[src/rtl/i2c_reg_pkg.sv]
package i2c_reg_pkg;
  localparam int DATA_W = 8;
  localparam int PTR_W  = 7;

  typedef struct packed {
    logic shiftIn;
    logic rxBit;
    logic loadPtr;
    logic writeReg;
    logic loadTx;
    logic shiftTx;
  } dpStrobe_t;

  typedef enum logic [2:0] {
    ST_IDLE, ST_RX, ST_ACK, ST_TX, ST_TXACK
  } busState_t;

  typedef enum logic [1:0] {
    K_ADDR, K_SUB, K_DATA
  } byteKind_t;
endpackage

[src/rtl/i2c_reg_ctrl.sv]
module i2c_reg_ctrl
  import i2c_reg_pkg::*;
#(
  parameter logic [3:0] ADDR_HI = 4'h6
) (
  input  logic              clk,
  input  logic              rstN,
  input  logic              sclIn,
  input  logic              sdaIn,
  input  logic [2:0]        strap,
  input  logic [DATA_W-1:0] rxByte,
  input  logic              txBit,
  output dpStrobe_t         strb,
  output logic              sdaDrvLow
);
  logic [1:0] sclSync, sdaSync;
  logic sclP, sdaP;
  always_ff @(posedge clk or negedge rstN) begin
    if (!rstN) begin
      sclSync <= 2'b11;
      sdaSync <= 2'b11;
      sclP    <= 1'b1;
      sdaP    <= 1'b1;
    end else begin
      sclSync <= {sclSync[0], sclIn};
      sdaSync <= {sdaSync[0], sdaIn};
      sclP    <= sclSync[1];
      sdaP    <= sdaSync[1];
    end
  end

  logic sclS, sdaS, sclRise, sclFall, startDet, stopDet, addrHit;
  assign sclS     = sclSync[1];
  assign sdaS     = sdaSync[1];
  assign sclRise  = sclS & ~sclP;
  assign sclFall  = ~sclS & sclP;
  assign startDet = sclS & sclP & sdaP & ~sdaS;
  assign stopDet  = sclS & sclP & ~sdaP & sdaS;
  assign addrHit  = (rxByte[7:1] == {ADDR_HI, strap});

  busState_t state;
  byteKind_t kind;
  logic [3:0] bitCnt;
  logic rdMode, mAck;

  always_ff @(posedge clk or negedge rstN) begin
    if (!rstN) begin
      state  <= ST_IDLE;
      kind   <= K_ADDR;
      bitCnt <= '0;
      rdMode <= 1'b0;
      mAck   <= 1'b0;
    end else if (startDet) begin
      state  <= ST_RX;
      kind   <= K_ADDR;
      bitCnt <= '0;
    end else if (stopDet) begin
      state  <= ST_IDLE;
    end else begin
      case (state)
        ST_RX: begin
          if (sclRise) bitCnt <= bitCnt + 4'd1;
          else if (sclFall && bitCnt == 4'd8) begin
            bitCnt <= '0;
            if (kind == K_ADDR) rdMode <= rxByte[0];
            state <= (kind == K_ADDR && !addrHit) ? ST_IDLE : ST_ACK;
          end
        end
        ST_ACK: begin
          if (sclFall) begin
            bitCnt <= '0;
            if (kind == K_ADDR && rdMode) state <= ST_TX;
            else begin
              state <= ST_RX;
              kind  <= (kind == K_ADDR) ? K_SUB : K_DATA;
            end
          end
        end
        ST_TX: begin
          if (sclFall) begin
            if (bitCnt == 4'd7) begin
              state  <= ST_TXACK;
              bitCnt <= '0;
            end else bitCnt <= bitCnt + 4'd1;
          end
        end
        ST_TXACK: begin
          if (sclRise) mAck <= ~sdaS;
          else if (sclFall) state <= mAck ? ST_TX : ST_IDLE;
        end
        default: ;
      endcase
    end
  end

  always_comb begin
    strb          = '0;
    strb.rxBit    = sdaS;
    strb.shiftIn  = (state == ST_RX) && sclRise;
    strb.loadPtr  = (state == ST_RX) && sclFall && bitCnt == 4'd8 && kind == K_SUB;
    strb.writeReg = (state == ST_RX) && sclFall && bitCnt == 4'd8 && kind == K_DATA;
    strb.loadTx   = ((state == ST_ACK) && sclFall && kind == K_ADDR && rdMode) ||
                    ((state == ST_TXACK) && sclFall && mAck);
    strb.shiftTx  = (state == ST_TX) && sclFall && bitCnt != 4'd7;
  end

  assign sdaDrvLow = (state == ST_ACK) || (state == ST_TX && !txBit);

  // SDA may only move while the sampled clock is low
  AST_SDA_SCL_LOW: assert property (@(posedge clk) disable iff (!rstN)
    !$stable(sdaDrvLow) |-> !sclS);
  // a data byte can only reach the register file after the address was accepted
  AST_WRITE_AFTER_ACK: assert property (@(posedge clk) disable iff (!rstN)
    strb.writeReg |-> (kind == K_DATA) && !rdMode);
endmodule

[src/rtl/i2c_reg_dp.sv]
module i2c_reg_dp
  import i2c_reg_pkg::*;
#(
  parameter int NUM_REGS = 64,
  parameter int RO_BASE  = 16,
  parameter int RO_COUNT = 16,
  parameter logic [7:0] RO_SEED = 8'hA5,
  parameter int CFG_BITS = 4,
  parameter int SEL_BIT  = 3
) (
  input  logic              clk,
  input  logic              rstN,
  input  dpStrobe_t         strb,
  output logic [DATA_W-1:0] rxByte,
  output logic              txBit,
  output logic              portSel
);
  localparam int IDX_W = $clog2(NUM_REGS);
  localparam logic [DATA_W-1:0] CFG_MASK = DATA_W'((1 << CFG_BITS) - 1);

  logic [PTR_W-1:0]  ptr;
  logic              autoInc;
  logic [DATA_W-1:0] rxShift, txShift, readVal;
  logic [DATA_W-1:0] regView [NUM_REGS];

  for (genvar g = 0; g < NUM_REGS; g++) begin : gReg
    if (g >= RO_BASE && g < RO_BASE + RO_COUNT) begin : gRo
      assign regView[g] = DATA_W'(g) ^ RO_SEED;
    end else begin : gRw
      localparam logic [DATA_W-1:0] KEEP = (g == 0) ? CFG_MASK : '1;
      logic [DATA_W-1:0] q;
      always_ff @(posedge clk or negedge rstN) begin
        if (!rstN) q <= '0;
        else if (strb.writeReg && ptr == PTR_W'(g)) q <= rxShift & KEEP;
      end
      assign regView[g] = q;
    end
  end

  always_comb begin
    if (int'(ptr) < NUM_REGS) readVal = regView[ptr[IDX_W-1:0]];
    else readVal = '0;
  end

  always_ff @(posedge clk or negedge rstN) begin
    if (!rstN) begin
      ptr     <= '0;
      autoInc <= 1'b0;
      rxShift <= '0;
      txShift <= '1;
    end else begin
      if (strb.shiftIn) rxShift <= {rxShift[DATA_W-2:0], strb.rxBit};
      if (strb.loadPtr) begin
        ptr     <= rxShift[PTR_W-1:0];
        autoInc <= rxShift[DATA_W-1];
      end else if ((strb.writeReg || strb.loadTx) && autoInc) begin
        ptr <= ptr + PTR_W'(1);
      end
      if (strb.loadTx) txShift <= readVal;
      else if (strb.shiftTx) txShift <= {txShift[DATA_W-2:0], 1'b1};
    end
  end

  assign rxByte  = rxShift;
  assign txBit   = txShift[DATA_W-1];
  assign portSel = regView[0][SEL_BIT];

  AST_PTR_STEP: assert property (@(posedge clk) disable iff (!rstN)
    ((strb.writeReg || strb.loadTx) && autoInc) |=> (ptr == $past(ptr) + PTR_W'(1)));
  AST_PTR_HOLD: assert property (@(posedge clk) disable iff (!rstN)
    ((strb.writeReg || strb.loadTx) && !autoInc) |=> $stable(ptr));
  AST_SEL_SOURCE: assert property (@(posedge clk) disable iff (!rstN)
    !$stable(portSel) |-> ($past(strb.writeReg) && $past(ptr) == '0));
endmodule

[src/rtl/i2c_reg_slave.sv]
module i2c_reg_slave
  import i2c_reg_pkg::*;
#(
  parameter logic [3:0] ADDR_HI = 4'h6,
  parameter int NUM_REGS = 64
) (
  input  logic       clk,
  input  logic       rstN,
  input  logic       sclIn,
  input  logic       sdaIn,
  input  logic [2:0] strap,
  output logic       sdaDrvLow,
  output logic       sdaMon,
  output logic       sclPortA,
  output logic       sclPortB,
  output logic       portSel
);
  dpStrobe_t strb;
  logic [DATA_W-1:0] rxByte;
  logic txBit;

  i2c_reg_ctrl #(.ADDR_HI(ADDR_HI)) u_ctrl (
    .clk(clk), .rstN(rstN), .sclIn(sclIn), .sdaIn(sdaIn), .strap(strap),
    .rxByte(rxByte), .txBit(txBit), .strb(strb), .sdaDrvLow(sdaDrvLow)
  );

  i2c_reg_dp #(.NUM_REGS(NUM_REGS)) u_dp (
    .clk(clk), .rstN(rstN), .strb(strb),
    .rxByte(rxByte), .txBit(txBit), .portSel(portSel)
  );

  assign sdaMon   = ~sdaDrvLow;
  assign sclPortA = portSel ? 1'b1 : sclIn;
  assign sclPortB = portSel ? sclIn : 1'b1;
endmodule

[config.mk]
export PLATFORM = sky130hd
export DESIGN_NAME = i2c_reg_slave
export DESIGN_NICKNAME = d
export VERILOG_FILES = /design/src/rtl/i2c_reg_pkg.sv /design/src/rtl/i2c_reg_ctrl.sv /design/src/rtl/i2c_reg_dp.sv /design/src/rtl/i2c_reg_slave.sv
export SDC_FILE = /design/constraint.sdc
export NUM_CORES = 1
export LEC_CHECK = 0
export CORE_UTILIZATION = 34
export DETAILED_ROUTE_END_ITERATION = 6
export PLACE_DENSITY = 0.51
export SYNTH_ARGS = -nofsm -noshare
export SYNTH_HDL_FRONTEND = slang
export SYNTH_SLANG_ARGS = --single-unit
export TNS_END_PERCENT = 50
[constraint.sdc]
create_clock -name clk -period 3.84 [get_ports clk]
set_input_delay 0.384 -clock clk [delete_from_list [all_inputs] [get_ports clk]]
set_output_delay 0.384 -clock clk [all_outputs]
set_load 0.03 [all_outputs]
---- Word level (Yosys, flattened, before mapping) ----
Cells that the tools add are included.
storage, ports and cells
  register bits ........................... 421
  logic and storage cells ................. 270
  input port bits ......................... 7
  output and inout port bits .............. 5
cells by class
  eq/ne operators ......................... 69
  bitwise gates (word level) .............. 16
  order comparisons ....................... 2
  reductions and logical operators ........ 83
  mux-type cells .......................... 37
  add/sub/neg operators ................... 2
operators by type and width
  kind                 count
  $eq 7x6->1 const B   32
  $logic_and 1x1->1    65
  $eq 7x4->1 const B   8
  $bmux 8 s6           1
  $mux 8               5
  $eq 7x3->1 const B   4
  $mux 4               7
  $mux 3               9
  $ne 4x1->1 const B   6
  $mux 2               9
  $eq 7x2->1 const B   2
  $mux 7               2
  $pmux 3 s4           1
  $pmux 4 s3           1
  $ne 4x4->1 const B   2
  $not 1->1            8
  $reduce_and 4->1     2
  $reduce_and 8->1     1
  $reduce_bool 2->1    4
  $add 7x1->7 const B  1
  $and 1x1->1          7
  $eq 7x1->1 const B   1
  $eq 7x6->1           1
  $ge 7x7->1 const B   1
  other kinds (22)     29

---- Logic depth before layout (Yosys ltp) ----
  word-level depth ........................ 10
  mapped depth ............................ 11
  gate-level depth less buffers ........... 8

---- Cells and area by module ----
From an unflattened synthesis, not the netlist that was laid out.
unflattened totals
  cells, all modules ...................... 1392
  area, all modules ....................... 19916.6 um2
by module, submodules not included
  module         instances  area an instance (um2)  sequential area each (um2)  cells an instance
  i2c_reg_dp     1          18836.8                 10119.7                     1272
  i2c_reg_ctrl   1          1063.5                  432.9                       117
  i2c_reg_slave  1          16.3                    0.0                         3

---- Worst setup path before layout ----
OpenSTA, ideal clock, no wires.
  path type ............................... reg-to-reg
  start point ............................. register u_dp.ptr[1]
  end point ............................... register u_dp.gReg[44].gRw.q[0]
  buffers on the path ..................... 6
  setup slack ............................. 1334 ps
  arrival time ............................ 2381 ps
  period minus slack after synthesis ...... 2506 ps
  cell stages (with the launch flop) ...... 12
  setup time .............................. 125 ps
  required time ........................... 3715 ps
  cells stage by stage .................... dfrtp_1 -> buf_2 -> buf_2 -> buf_2 -> buf_2 -> inv_1 -> ha_1 -> and2_1 -> buf_4 -> buf_12 -> nand2_8 -> mux2_4
between the ends
  cells in the longest elaborated chain, start to end .. 2
ends and longest elaborated chain
  element                 RTL line          text
  start, declared         i2c_reg_dp.sv:21  logic [PTR_W-1:0] ptr;
  start signal, assigned  i2c_reg_dp.sv:54  ptr <= rxShift[PTR_W-1:0];
  start signal, assigned  i2c_reg_dp.sv:57  ptr <= ptr + PTR_W'(1);
  $eq 7x6->1              i2c_reg_dp.sv:34  else if (strb.writeReg && ptr == PTR_W'(g)) q <= rxShift & KEEP;
  $logic_and 1x1->1       i2c_reg_dp.sv:34
  end signal, assigned    i2c_reg_dp.sv:34
  end, declared           i2c_reg_dp.sv:31  logic [DATA_W-1:0] q;
Every way passes these cells.
A chain may end at the register's enable or synchronous reset.

---- Worst setup path after layout ----
  start point ............................. register u_dp.ptr[0]
  end point ............................... register u_dp.txShift[7]
between the ends
  cells in the longest elaborated chain, start to end .. 6
  elaborated cells between the ends (all ways) .. 7
  classes of those cells .................. order compare: 1; mux: 5; bitwise: 1
ends and longest elaborated chain
  element                                    RTL line          text
  $not 6->7 (implied by the code)            i2c_reg_dp.sv:41  if (int'(ptr) < NUM_REGS) readVal = regView[ptr[IDX_W-1:0]];
  $bmux 8 s6                                 i2c_reg_dp.sv:41
  $mux 8 (implied by the code) (2 in a row)  i2c_reg_dp.sv:41
  $mux 8 *                                   i2c_reg_dp.sv:41
  $mux 8 *                                   i2c_reg_dp.sv:59  if (strb.loadTx) txShift <= readVal;
  end signal, assigned                       i2c_reg_dp.sv:59
  end signal, assigned                       i2c_reg_dp.sv:60  else if (strb.shiftTx) txShift <= {txShift[DATA_W-2:0], 1'b1};
  end, declared                              i2c_reg_dp.sv:23  logic [DATA_W-1:0] rxShift, txShift, readVal;
Mark *: on every way between the ends. The rest lies on a longest branch, timed or not. The select of a mux whose other input is x is not followed.

==> run metrics <==
post-synthesis adder-cell area fraction=0.00354; root buffer cell=clkbuf_16; cell count of the worst reg-to-reg path=7; first-pass GRT wire length=around 86000 µm; WL final=55200 µm; reg2reg start=u_dp.ptr[0]$_DFFE_PN0P_; Clock Skew=about 0.028 ns; slew margin rel.=0.244; vias in the first global route=approximately 13000; VDD IR max=between 0.3 and 0.4 mV; Die X=~250 µm; ant diodes=0; Synth top area share=0.480; R2R Setup Slk=a little over 0.6 ns; Global Route Usage Sum=0.179; RSZ-0062 raised after global routing=false; synth-to-layout area growth=12.9%; IO buf count=11; H-tree Lvls=2; crit-path max cell delay=1.00 ns; Crit. Startpoint=u_dp.ptr[0]$_DFFE_PN0P_; row count=just over 90; DR WL/cell=~24 µm; critical path peak fanout=44; via count=between 10000 and 15000; Skew-Pair Late Insertion Delay=roughly 0.6 ns; postcts setup bufs=0; Netlist cell types=67; Seq cells post-synth=roughly 420; core area=~60000 µm²; max-slew violation count=0; Via density=5.17; Final ANT Viol Nets=0; number of enable flip-flop cells after synthesis=0; DRC=0; fillers=a little under 6000; status=completed; final hold vios=0; Compound-Gate Fraction of Synth Area=0.0333; Slew @ Worst Pin=1.13 ns; ranking of synthesized cells by area=dfrtp_1, mux2_4, mux4_2; post-synth top area cell=dfrtp_1; Worst R2R End=u_dp.txShift[7]$_DFFE_PN1P_; I/O pin count=12; syn_area_per_cell=about 15 µm²; CP Class=reg -> reg; post-CTS sizing=0; initial antenna violation count=0; synthesized area=21200 µm²; Synth Warn #=0; CTS tree=yes; CP Capture Type=flop; Hold Buf Count CTS=1; dpl hpwl=33900 µm; Initial Utilization=0.344; drt pass-1 iters=4; worst setup path end=u_dp.txShift[7]$_DFFE_PN1P_; # setup viols final=0; Synth async-reset ratio=1.00; area occupied by multi-input gates=~10000 µm²; HP Class=in -> reg; largest net degree at the start of global routing=107; mux contribution to synthesized area=0.358; crit-path cells=buf_4 -> mux4_2 -> mux2i_1 -> o311ai_0 -> a221oi_1 -> a2111oi_0 -> a211o_1; clk slew on worst S/H paths=0.06 ns; Max Cap Viol=0; period utilization=0.841; Synth Area in Simple Gates=0.0770; Final TNS setup=0 ns; Main synth FF type=dfrtp_1; hold_ws=0.225 ns; share of cells above drive strength 1=0.469; Post-Synthesis Cells=approximately 1400; grt ovf=0; fin crit period=3.23 ns; Syn Nets=between 1000 and 1500; Critical Path Start Type=flop; Pwr Density=437 nW/µm²; Die Ht=roughly 250 µm; Num CTS Buffers=49; clk sinks=roughly 420; initial DRC count=between 800 and 900; CTS Buffer Depth=3; critical path's slowest cell=dfrtp_4; Layout Nets=1412; routability congestion estimate=about 0.87; Critical Path RT=roughly 4.4 ns; Sequential Area=roughly 11000 µm²; Post-Synth XOR/XNOR Area=0.00454; Die Area=roughly 63000 µm²; Critical Path AT=between 3 and 4 ns; Leak=11.5 nW; largest family of logic cells by synthesized area=multiplexers; sequential share of the synthesized area=0.497; maximum clock rate=just over 0.3 GHz
kinds of logic (layout without fill, tap and decap cells):
group	after synthesis	count (layout)
adders and majority gates	6	6
and+or+nand+nor	210	210
xor gates and xnor gates	11	11
muxes	525	525
AOI/OAI and AO/OA	106	106
buffers and inverters	109	159
DFF	421	421
how the worst min path moves through the flow:
stage                                        end  cells after the start  slack [ns]                        start
detailed placement   u_ctrl.sdaSync[1]$_DFF_PN1_                      0        0.35  u_ctrl.sdaSync[0]$_DFF_PN1_
global placement     u_ctrl.sdaSync[1]$_DFF_PN1_                      0        0.35  u_ctrl.sdaSync[0]$_DFF_PN1_
floorplan           u_ctrl.bitCnt[0]$_DFFE_PN0P_                      0        0.09                         rstN
CTS                  u_ctrl.sdaSync[0]$_DFF_PN1_                      1        0.19                        sdaIn
finish               u_ctrl.sdaSync[0]$_DFF_PN1_                      1        0.23                        sdaIn
global route         u_ctrl.sdaSync[0]$_DFF_PN1_                      1        0.21                        sdaIn
placed cells by master, fill, tap and decap left out, types with 8 or more instances in the layout:
cell / n
a22oi_1: 15
mux2_2: 161
nand2_4: 11
mux4_2: 81
xnor2_1: 9
nand2_8: 29
clkbuf_16: 49
mux2i_1: 50
nand2b_1: 8
inv_1: 8
nand3_1: 15
nand2_1: 51
nor2_1: 36
buf_4: 38
buf_12: 8
nor3_1: 13
mux2_1: 11
dfrtp_2: 8
clkbuf_8: 15
nor2b_1: 8
dfstp_2: 14
clkbuf_1: 9
mux2_4: 222
o21ai_0: 12
clkinv_2: 12
clkdlybuf4s50_1: 10
dfrtp_1: 397
a21oi_1: 30
worst max-delay path: cells and delay by family, from the launching register on:
family | cells | cell delay [ns]
multiplexers | 2 | 0.74
buffers and inverters | 1 | 0.39
AO/OA/AOI/OAI | 4 | 0.97
flip-flops | 1 | 1.00
report_power, final:
group / total [mW] / switching [mW] / internal [mW] / leakage [nW]
clock network: 4.77 / 1.94 / 2.83 / 0.821
logic: 1.01 / 0.805 / 0.205 / 4.85
registers: 4.70 / 0.171 / 4.53 / 5.80
cells in the mapped netlist (16+ instances only):
cell type / instances
dfrtp_1: 407
mux2_4: 222
mux2_2: 161
mux4_2: 81
clkbuf_1: 55
nand2_1: 51
mux2i_1: 50
nor2_1: 36
a21oi_1: 30
nand2_8: 29
buf_2: 16
through the flow:
step                      area (µm²)  utilization  std cells  total power [mW]  worst slack, ns
after floorplan                21200            -       1388              5.26             1.33
after global placement         22300        0.362       2184              5.80            0.628
after detailed placement       22300        0.362       2184              5.82            0.602
after CTS                      24000        0.389       2275              10.6            0.590
after global routing           24000        0.389       2275              10.9            0.388
final                          24000        0.389       2275              10.5            0.610
layer usage:
metal,track usage,vias up,share of wire
met4,0.0454,0,0.021
met1,0.261,6353,0.48
li1,-,5128,-
met5,0,-,0
met3,0.0316,76,0.038
met2,0.275,213,0.46
flip-flops by register name (all words and copies together) (netlist names):
register         flops
u_dp.autoInc         1
u_dp.rxByte          8
u_dp.gReg.gRw.q    380
u_ctrl.kind          2
u_dp.txShift         8
u_ctrl.mAck          1
u_ctrl.bitCnt        4
u_ctrl.sdaP          1
u_ctrl.state         3
u_dp.ptr             7
u_ctrl.rdMode        1
u_ctrl.sclSync       2
u_ctrl.sclP          1
u_ctrl.sdaSync       2
final cells by class:
class,instances,share of cell area
Timing Repair Buffer,58,0.0238
Sequential cell,421,0.441
Inverter,11,0.00172
Clock inverter,17,0.00699
Tap cell,837,0.0437
Clock buffer,73,0.0612
Multi-Input combinational cell,858,0.422
Power figures use the tool's default switching activity.
